[src/rtl/secded_pkg.sv]
package secded_pkg;

   typedef enum logic [1:0] {
      CLS_CLEAN = 2'd0,
      CLS_FIXED = 2'd1,
      CLS_FAIL  = 2'd2
   } dec_cls_e;

   // number of set bits among the low n bits of v
   function automatic int ones(input int v, input int n);
      int c;
      c = 0;
      for (int b = 0; b < n; b++) c += (v >> b) & 1;
      return c;
   endfunction

   // how many odd-weight values of weight >= 3 fit in n bits
   function automatic int odd_col_cap(input int n);
      int c;
      c = 0;
      for (int v = 1; v < (1 << n); v++)
         if ((ones(v, n) % 2 == 1) && (ones(v, n) >= 3)) c++;
      return c;
   endfunction

   // k-th odd-weight value of weight >= 3, ascending
   function automatic int odd_col(input int k, input int n);
      int c;
      int r;
      c = 0;
      r = 0;
      for (int v = 1; v < (1 << n); v++) begin
         if ((ones(v, n) % 2 == 1) && (ones(v, n) >= 3)) begin
            if (c == k) r = v;
            c++;
         end
      end
      return r;
   endfunction

   // data columns of the 4+4 base matrix, syndrome bit 0 in the LSB
   function automatic int base_col(input int k);
      case (k)
         0:       return 13;
         1:       return 11;
         2:       return 7;
         default: return 14;
      endcase
   endfunction

endpackage

[src/rtl/secded_hmat.sv]
module secded_hmat #(
   parameter int DATA_W = 4,
   parameter int CHK_W  = 4
) (
   output logic [DATA_W+CHK_W-1:0][CHK_W-1:0] cols_o
);
   localparam int CW_W = DATA_W + CHK_W;

   // identity part: check bits
   for (genvar j = 0; j < CHK_W; j++) begin : g_id
      assign cols_o[j] = CHK_W'(1) << j;
   end

   if (DATA_W == 4 && CHK_W == 4) begin : g_base
      for (genvar k = 0; k < DATA_W; k++) begin : g_col
         assign cols_o[CHK_W+k] = CHK_W'(secded_pkg::base_col(k));
      end
   end else begin : g_gen
      for (genvar k = 0; k < DATA_W; k++) begin : g_col
         assign cols_o[CHK_W+k] = CHK_W'(secded_pkg::odd_col(k, CHK_W));
      end
   end

   if (CW_W < 4) begin : g_small
      $error("secded_hmat: codeword too short");
   end
endmodule

[src/rtl/secded_enc.sv]
module secded_enc #(
   parameter int DATA_W = 4,
   parameter int CHK_W  = 4
) (
   input  logic [DATA_W-1:0][CHK_W-1:0] dcols_i,
   input  logic [DATA_W-1:0]            data_i,
   output logic [DATA_W+CHK_W-1:0]      code_o
);
   logic [CHK_W-1:0] chk;

   always_comb begin
      chk = '0;
      for (int k = 0; k < DATA_W; k++)
         if (data_i[k]) chk = chk ^ dcols_i[k];
   end

   assign code_o = {data_i, chk};
endmodule

[src/rtl/secded_syn.sv]
module secded_syn #(
   parameter int DATA_W = 4,
   parameter int CHK_W  = 4
) (
   input  logic [DATA_W+CHK_W-1:0][CHK_W-1:0] cols_i,
   input  logic [DATA_W+CHK_W-1:0]            code_i,
   output logic [CHK_W-1:0]                   syn_o
);
   localparam int CW_W = DATA_W + CHK_W;

   // accumulating columns of set bits equals masking each row
   always_comb begin
      syn_o = '0;
      for (int j = 0; j < CW_W; j++)
         if (code_i[j]) syn_o = syn_o ^ cols_i[j];
   end
endmodule

[src/rtl/secded_loc.sv]
module secded_loc #(
   parameter int DATA_W = 4,
   parameter int CHK_W  = 4,
   parameter int IDX_W  = 3
) (
   input  logic [DATA_W+CHK_W-1:0][CHK_W-1:0] cols_i,
   input  logic [DATA_W+CHK_W-1:0]            code_i,
   input  logic [CHK_W-1:0]                   syn_i,
   output secded_pkg::dec_cls_e               cls_o,
   output logic [DATA_W-1:0]                  data_o,
   output logic [IDX_W-1:0]                   pos_o
);
   localparam int CW_W = DATA_W + CHK_W;

   logic [CW_W-1:0] hit;
   logic [CW_W-1:0] flip;
   logic            odd_w;
   logic            zero_w;
   logic            fix_w;

   for (genvar j = 0; j < CW_W; j++) begin : g_cmp
      assign hit[j] = (syn_i == cols_i[j]);
   end

   assign odd_w  = ^syn_i;
   assign zero_w = ~|syn_i;
   assign fix_w  = odd_w & (|hit);
   assign flip   = fix_w ? hit : '0;

   always_comb begin
      pos_o = '0;
      for (int j = 0; j < CW_W; j++)
         if (flip[j]) pos_o = IDX_W'(j);
   end

   assign data_o = code_i[CW_W-1:CHK_W] ^ flip[CW_W-1:CHK_W];

   always_comb begin
      if (zero_w)     cls_o = secded_pkg::CLS_CLEAN;
      else if (fix_w) cls_o = secded_pkg::CLS_FIXED;
      else            cls_o = secded_pkg::CLS_FAIL;
   end
endmodule

[src/rtl/secded_codec.sv]
module secded_codec #(
   parameter int DATA_W = 4,
   parameter int CHK_W  = 4
) (
   input  logic                             clk,
   input  logic                             rst_n,
   input  logic [DATA_W-1:0]                enc_data_i,
   output logic [DATA_W+CHK_W-1:0]          enc_code_o,
   input  logic                             dec_valid_i,
   input  logic [DATA_W+CHK_W-1:0]          dec_code_i,
   output logic                             dec_valid_o,
   output logic [DATA_W-1:0]                dec_data_o,
   output logic                             dec_clean_o,
   output logic                             dec_fixed_o,
   output logic                             dec_fail_o,
   output logic [CHK_W-1:0]                 dec_syn_o,
   output logic [$clog2(DATA_W+CHK_W)-1:0]  dec_pos_o
);
   localparam int CW_W  = DATA_W + CHK_W;
   localparam int IDX_W = $clog2(CW_W);
   localparam int CAP   = secded_pkg::odd_col_cap(CHK_W);

   if (CHK_W < 3) begin : g_chk_small
      $error("secded_codec: CHK_W must be at least 3");
   end
   if (DATA_W < 1 || DATA_W > CAP) begin : g_data_range
      $error("secded_codec: DATA_W exceeds odd-weight columns available");
   end

   logic [CW_W-1:0][CHK_W-1:0] cols;
   logic [CHK_W-1:0]           syn_w;
   secded_pkg::dec_cls_e       cls_w;
   logic [DATA_W-1:0]          data_w;
   logic [IDX_W-1:0]           pos_w;

   secded_hmat #(.DATA_W(DATA_W), .CHK_W(CHK_W)) u_hmat (
      .cols_o (cols)
   );

   secded_enc #(.DATA_W(DATA_W), .CHK_W(CHK_W)) u_enc (
      .dcols_i (cols[CW_W-1:CHK_W]),
      .data_i  (enc_data_i),
      .code_o  (enc_code_o)
   );

   secded_syn #(.DATA_W(DATA_W), .CHK_W(CHK_W)) u_syn (
      .cols_i (cols),
      .code_i (dec_code_i),
      .syn_o  (syn_w)
   );

   secded_loc #(.DATA_W(DATA_W), .CHK_W(CHK_W), .IDX_W(IDX_W)) u_loc (
      .cols_i (cols),
      .code_i (dec_code_i),
      .syn_i  (syn_w),
      .cls_o  (cls_w),
      .data_o (data_w),
      .pos_o  (pos_w)
   );

   always_ff @(posedge clk or negedge rst_n) begin
      if (!rst_n) begin
         dec_valid_o <= 1'b0;
         dec_data_o  <= '0;
         dec_clean_o <= 1'b0;
         dec_fixed_o <= 1'b0;
         dec_fail_o  <= 1'b0;
         dec_syn_o   <= '0;
         dec_pos_o   <= '0;
      end else begin
         dec_valid_o <= dec_valid_i;
         if (dec_valid_i) begin
            dec_data_o  <= data_w;
            dec_clean_o <= (cls_w == secded_pkg::CLS_CLEAN);
            dec_fixed_o <= (cls_w == secded_pkg::CLS_FIXED);
            dec_fail_o  <= (cls_w == secded_pkg::CLS_FAIL);
            dec_syn_o   <= syn_w;
            dec_pos_o   <= pos_w;
         end
      end
   end
endmodule

[config.mk]
export PLATFORM = sky130hd
export DESIGN_NAME = secded_codec
export DESIGN_NICKNAME = d
export VERILOG_FILES = /design/src/rtl/secded_pkg.sv /design/src/rtl/secded_hmat.sv /design/src/rtl/secded_enc.sv /design/src/rtl/secded_syn.sv /design/src/rtl/secded_loc.sv /design/src/rtl/secded_codec.sv
export SDC_FILE = /design/constraint.sdc
export NUM_CORES = 1
export LEC_CHECK = 0
export BUFFER_PORTS_ARGS = -buffer_cell sky130_fd_sc_hd__buf_2
export CORE_ASPECT_RATIO = 1.5
export CORE_MARGIN = 2
export CORE_UTILIZATION = 51
export DETAILED_ROUTE_END_ITERATION = 10
export PLACE_DENSITY = 0.89
export SYNTH_ARGS = -nofsm -noshare
export SYNTH_HDL_FRONTEND = slang
export SYNTH_SLANG_ARGS = --single-unit
[constraint.sdc]
create_clock -name clk -period 1.5 [get_ports clk]
set_input_delay 0.3 -clock clk [delete_from_list [all_inputs] [get_ports clk]]
set_output_delay 0.3 -clock clk [all_outputs]
set_load 0.1 [all_outputs]
==> flow_summary.json, run 1 <==
{
  "hpwl_um": 2266,
  "synth_top_family_by_area": "XOR/XNOR gates",
  "synthCells": 103,
  "clockBufferDepth": 2,
  "worstEpCategory": "register data pin",
  "numCtsBuffers": 3,
  "ys_types": 26,
  "htreeDepth": 1,
  "synth_fa_ha_area_share_pct": 10.05,
  "avgSynthCellArea_um2": 9.669,
  "muxShareOfSynthArea_pct": 1.005,
  "place_area_mm2": 0.001526,
  "fp.dieW_um": 40.08,
  "synth-async-reset-ratio_pct": 100.0,
  "yosys.area_share.simple_pct": 8.417,
  "fp-row-count": 19,
  "haltStage": "5_1_grt",
  "error_line": "[ERROR DPL-0038] Utilization greater than 100%, impossible to legalize",
  "portBuffers": 37,
  "syn_area_um2": 996.0,
  "root_buffer": "clkbuf_4",
  "synth-seq-area-share_pct": 37.69,
  "yosysWarnings": 0,
  "synth_edf_count": 0,
  "syn-num-nets": 126,
  "synthXorXnorAreaFrac_pct": 20.73,
  "clock_sinks": 15,
  "ioPinCount": 38,
  "gp_congestion": 0.8347,
  "postGrtWorstEndpoint": "dec_data_o[2]$_DFFE_PN0P_/D",
  "grt_max_degree": 25,
  "die_h_um": 58.12,
  "start_util_pct": 54.41,
  "synth_compound_area_share_pct": 15.95,
  "synth_ff_type": "dfrtp_1",
  "status": "did not finish",
  "synth-seq-cells": 15
}
cells in the mapped netlist, types with 2 or more instances:
| master | number | area share [%] |
|---|---|---|
| xnor2_2 | 3 | 4.9 |
| ha_1 | 8 | 10 |
| xor2_1 | 4 | 3.5 |
| nor2_1 | 8 | 3.0 |
| a21oi_1 | 10 | 5.0 |
| o21ai_0 | 2 | 1.0 |
| inv_1 | 5 | 1.9 |
| dfrtp_1 | 15 | 38 |
| o22ai_1 | 3 | 1.9 |
| o21ai_1 | 3 | 1.5 |
| nand2_1 | 6 | 2.3 |
| buf_4 | 4 | 3.0 |
| a21o_1 | 2 | 1.5 |
| nand3_1 | 5 | 2.5 |
| xnor2_1 | 14 | 12 |
per-stage QoR:
stage                     setup slack [ns]  hold slack (ns)  setup TNS (ns)  cells  util (%)
after CTS                          -0.1804           0.3486          -1.334    182     94.94
after detailed placement           -0.5518           0.2105          -4.347    170     83.39
after global placement             -0.4328           0.2037          -3.491    170     83.39
after floorplan                    -0.2248         0.004409          -1.838    103         -
kinds of logic after synthesis:
logic type,count (synthesis)
AOI/OAI and AO/OA,26
muxes,1
xor gates and xnor gates,21
buffers and inverters,12
and+or+nand+nor,20
adders and majority gates,8
DFF,15
repair_timing:
item	CTS
endpoints found under the setup margin	13
hold endpoints to repair	15
resized for setup	26
hold buffers	1
pin swaps	12
setup buffers	7
==> run 2, diff against run 1 <==
Settings changed: CORE_AREA from default to 2 2 63 65, CORE_ASPECT_RATIO 1.5 to default, CORE_MARGIN 2 to default, CORE_UTILIZATION 51 to default, DIE_AREA from default to 0 0 65 67, PLACE_DENSITY 0.89 to default, PLACE_DENSITY_LB_ADDON from default to 0.15.
==> run 2 against run 1 <==
Effect of this change:
- the flow now finishes, with violations (negative setup slack)
- area after synthesis unchanged
- synthesized cell count unchanged
==> flow_summary.json, run 2 <==
{
  "avgSynthCellArea_um2": 9.669,
  "synth_edf_count": 0,
  "cp-end-kind": "flip-flop",
  "synth_top_family_by_area": "XOR/XNOR gates",
  "cp_max_fo": 6,
  "yosys.area_share.simple_pct": 8.417,
  "critical_path_arrival_ns": 1.83,
  "clk_latency_ns": 0.24,
  "wirelength_um": 2552,
  "grt_pass1_vias": 956,
  "yosys.area.top_type": "dfrtp_1",
  "syn-num-nets": 126,
  "start_util_pct": 27.62,
  "drt_iter0_markers": 52,
  "ant_nets": 0,
  "violations": "negative setup slack",
  "clkTransAtPathRegs_ns": 0.06,
  "timing.slew.headroom_pct": 67.49,
  "reg2reg_from": "dec_pos_o[0]",
  "multi_input_area_um2": 857.1,
  "numCtsBuffers": 3,
  "reg_top3": "dec_data_o x4, dec_syn_o x4, dec_pos_o x3",
  "synth.area.top_cells": "dfrtp_1 (38%), xnor2_1 (12%), ha_1 (10%), a21oi_1 (5.0%), xnor2_2 (4.9%)",
  "grtUsageTotal_pct": 13.37,
  "r2r_end": "dec_pos_o[0]",
  "clockBufferDepth": 2,
  "synth_top_area_share_pct": 37.69,
  "hpwl_um": 2031,
  "syn_to_final_growth_pct": 82.04,
  "crit_family": "XOR/XNOR gates",
  "num_antenna_cells": 0,
  "die_h_um": 67,
  "fin_cells": 206,
  "vias": 908,
  "muxShareOfSynthArea_pct": 1.005,
  "synth-async-reset-ratio_pct": 100.0,
  "synth_most_common_cell": "dfrtp_1",
  "drive_above_1_share_pct": 63.29,
  "slowest_delay_ns": 0.26,
  "ys_types": 26,
  "crit_path_start_kind": "input port",
  "pwr_density_cell_mw_per_mm2": 1557,
  "synth_common_cells": "dfrtp_1 (15), xnor2_1 (14), a21oi_1 (10)",
  "reg2reg_depth": 2,
  "synth-seq-area-share_pct": 37.69,
  "place_inst": 196,
  "finalCritPeriodShare_pct": 110.4,
  "rsz0062_at_grt": "true",
  "fillers": 321,
  "hp-class": "input port to flip-flop",
  "synth_compound_area_share_pct": 15.95,
  "yosysWarnings": 0,
  "cap_violations": 0,
  "cp.required_ns": 1.67,
  "final_cell_mix": "buf_2 (29), buf_4 (19), dfrtp_1 (15)",
  "fin_skew_ns": 0,
  "crit_top_cell": "xnor2_4",
  "critPathKind": "input port to flip-flop",
  "nets": 182,
  "seq_area_um2": 375.4,
  "synth_fa_ha_area_share_pct": 10.05,
  "synth_ff_type": "dfrtp_1",
  "route.detailed.drc": 0,
  "grt_overflow": 0,
  "cts_tree": "built",
  "timing.final.crit_period_ns": 1.655,
  "fp.dieW_um": 65,
  "slew_viol_final": 0,
  "p_leak_nw": 0.8479,
  "ioPinCount": 38,
  "die_area_mm2": 0.004355,
  "gp_congestion": 0.7977,
  "status": "finished, violations left",
  "path_buf_inv": 2,
  "rrSetupSlack_ns": 0.82,
  "fp-row-count": 22,
  "portBuffers": 37,
  "hold_viol_final": 0,
  "max-vdd-ir-drop_mv": 0.6173,
  "grt_antenna_before_repair": 0,
  "root_buffer": "clkbuf_8",
  "min_path_cells": 1,
  "setup_tns_ns": -0.8722,
  "worst_slack_ns": -0.1554,
  "grt_max_degree": 16,
  "synthCells": 103,
  "synth-seq-cells": 15,
  "final_common_cell": "buf_2",
  "finalSetupViolations": 9,
  "htreeDepth": 1,
  "cp_slowest_cell": "ha_4",
  "cp_cell_sequence": "buf_12, xnor2_4, xnor2_2, inv_2, ha_4, xnor2_4, a21boi_4, mux2i_1, a31oi_1",
  "worstMarginPinSlew_ns": 0.4911,
  "clock_sinks": 15,
  "routedWlPerCell_um": 12.39,
  "hp-start": "dec_valid_i",
  "worstHoldEndpoint": "dec_valid_o",
  "synthXorXnorAreaFrac_pct": 20.73,
  "grt_first_pass_wirelength_um": 4416,
  "routed_via_density": 4.408,
  "core_mm2": 0.003606,
  "fmax_mhz": 604.1,
  "drtPass1Iterations": 4,
  "syn_area_um2": 996.0
}
run 2: cell counts after synthesis:
Identical to the previous run, type by type.
run 2: area by class of cell:
type	instances	share of cell area (%)
inverter	6	1.380
sequential	15	20.70
clock buffer	3	2.277
tap	48	3.313
clock inverter	1	0.2761
timing repair buffer	57	24.78
multi-input combinational	76	47.27
run 2: repair_timing:
action / 4_1_cts / 5_1_grt
resized for setup: 28 / 7
pin swaps: 13 / 8
endpoints found under the setup margin: 12 / 9
setup buffers: 5 / 0
hold endpoints to repair: 15 / 0
hold buffers: 1 / 0
run 2: kinds of logic after synthesis:
logic type | Yosys count
compound gates | 26
mux | 1
simple gates | 20
buf+inv | 12
flops | 15
xor+xnor | 21
fa+ha+maj | 8
run 2: routing by layer:
layer / vias to the layer above / share of wire, % / GRT usage, % / routed length [um]
li1: 450 / - / - / -
met1: 423 / 41 / 15.76 / 1059
met2: 33 / 52 / 24.10 / 1320
met3: 2 / 6.4 / 2.534 / 164
met4: 0 / 0.31 / 4.787 / 8
met5: - / 0 / 0 / 0
run 2: worst max path at each step:
stage,slack (ns),end,cells after the start,startpoint
final,-0.16,dec_pos_o[0],9,dec_code_i[6]
after CTS,-0.17,dec_pos_o[0],9,dec_code_i[6]
after global placement,-0.43,dec_pos_o[0],8,dec_code_i[4]
after global routing,-0.22,dec_pos_o[0],8,dec_code_i[7]
after detailed placement,-0.50,dec_pos_o[0],9,dec_code_i[6]
after floorplan,-0.22,enc_code_o[0],2,enc_data_i[1]
run 2: where the power goes:
part,internal [mW],switching [mW],leakage (nW)
clock network,0.184,0.148,0.0255
logic,0.646,1.31,0.642
registers,0.491,0.0431,0.180
run 2: stage by stage:
stage          cell area, um2  worst slack (ns)  util [%]  total power [mW]  hold WS, ns
2_1_floorplan            1181           -0.2248         -             1.921     0.004409
3_3_place_gp             1553           -0.4320     43.06             2.299       0.2225
3_5_place_dp             1553           -0.5033     43.06             2.318       0.2352
4_1_cts                  1778           -0.1652     49.31             2.808       0.3123
5_1_grt                  1813           -0.2188     50.28             2.958       0.3277
6_report                 1813           -0.1554     50.28             2.823       0.3252
Power figures use the tool's default switching activity.
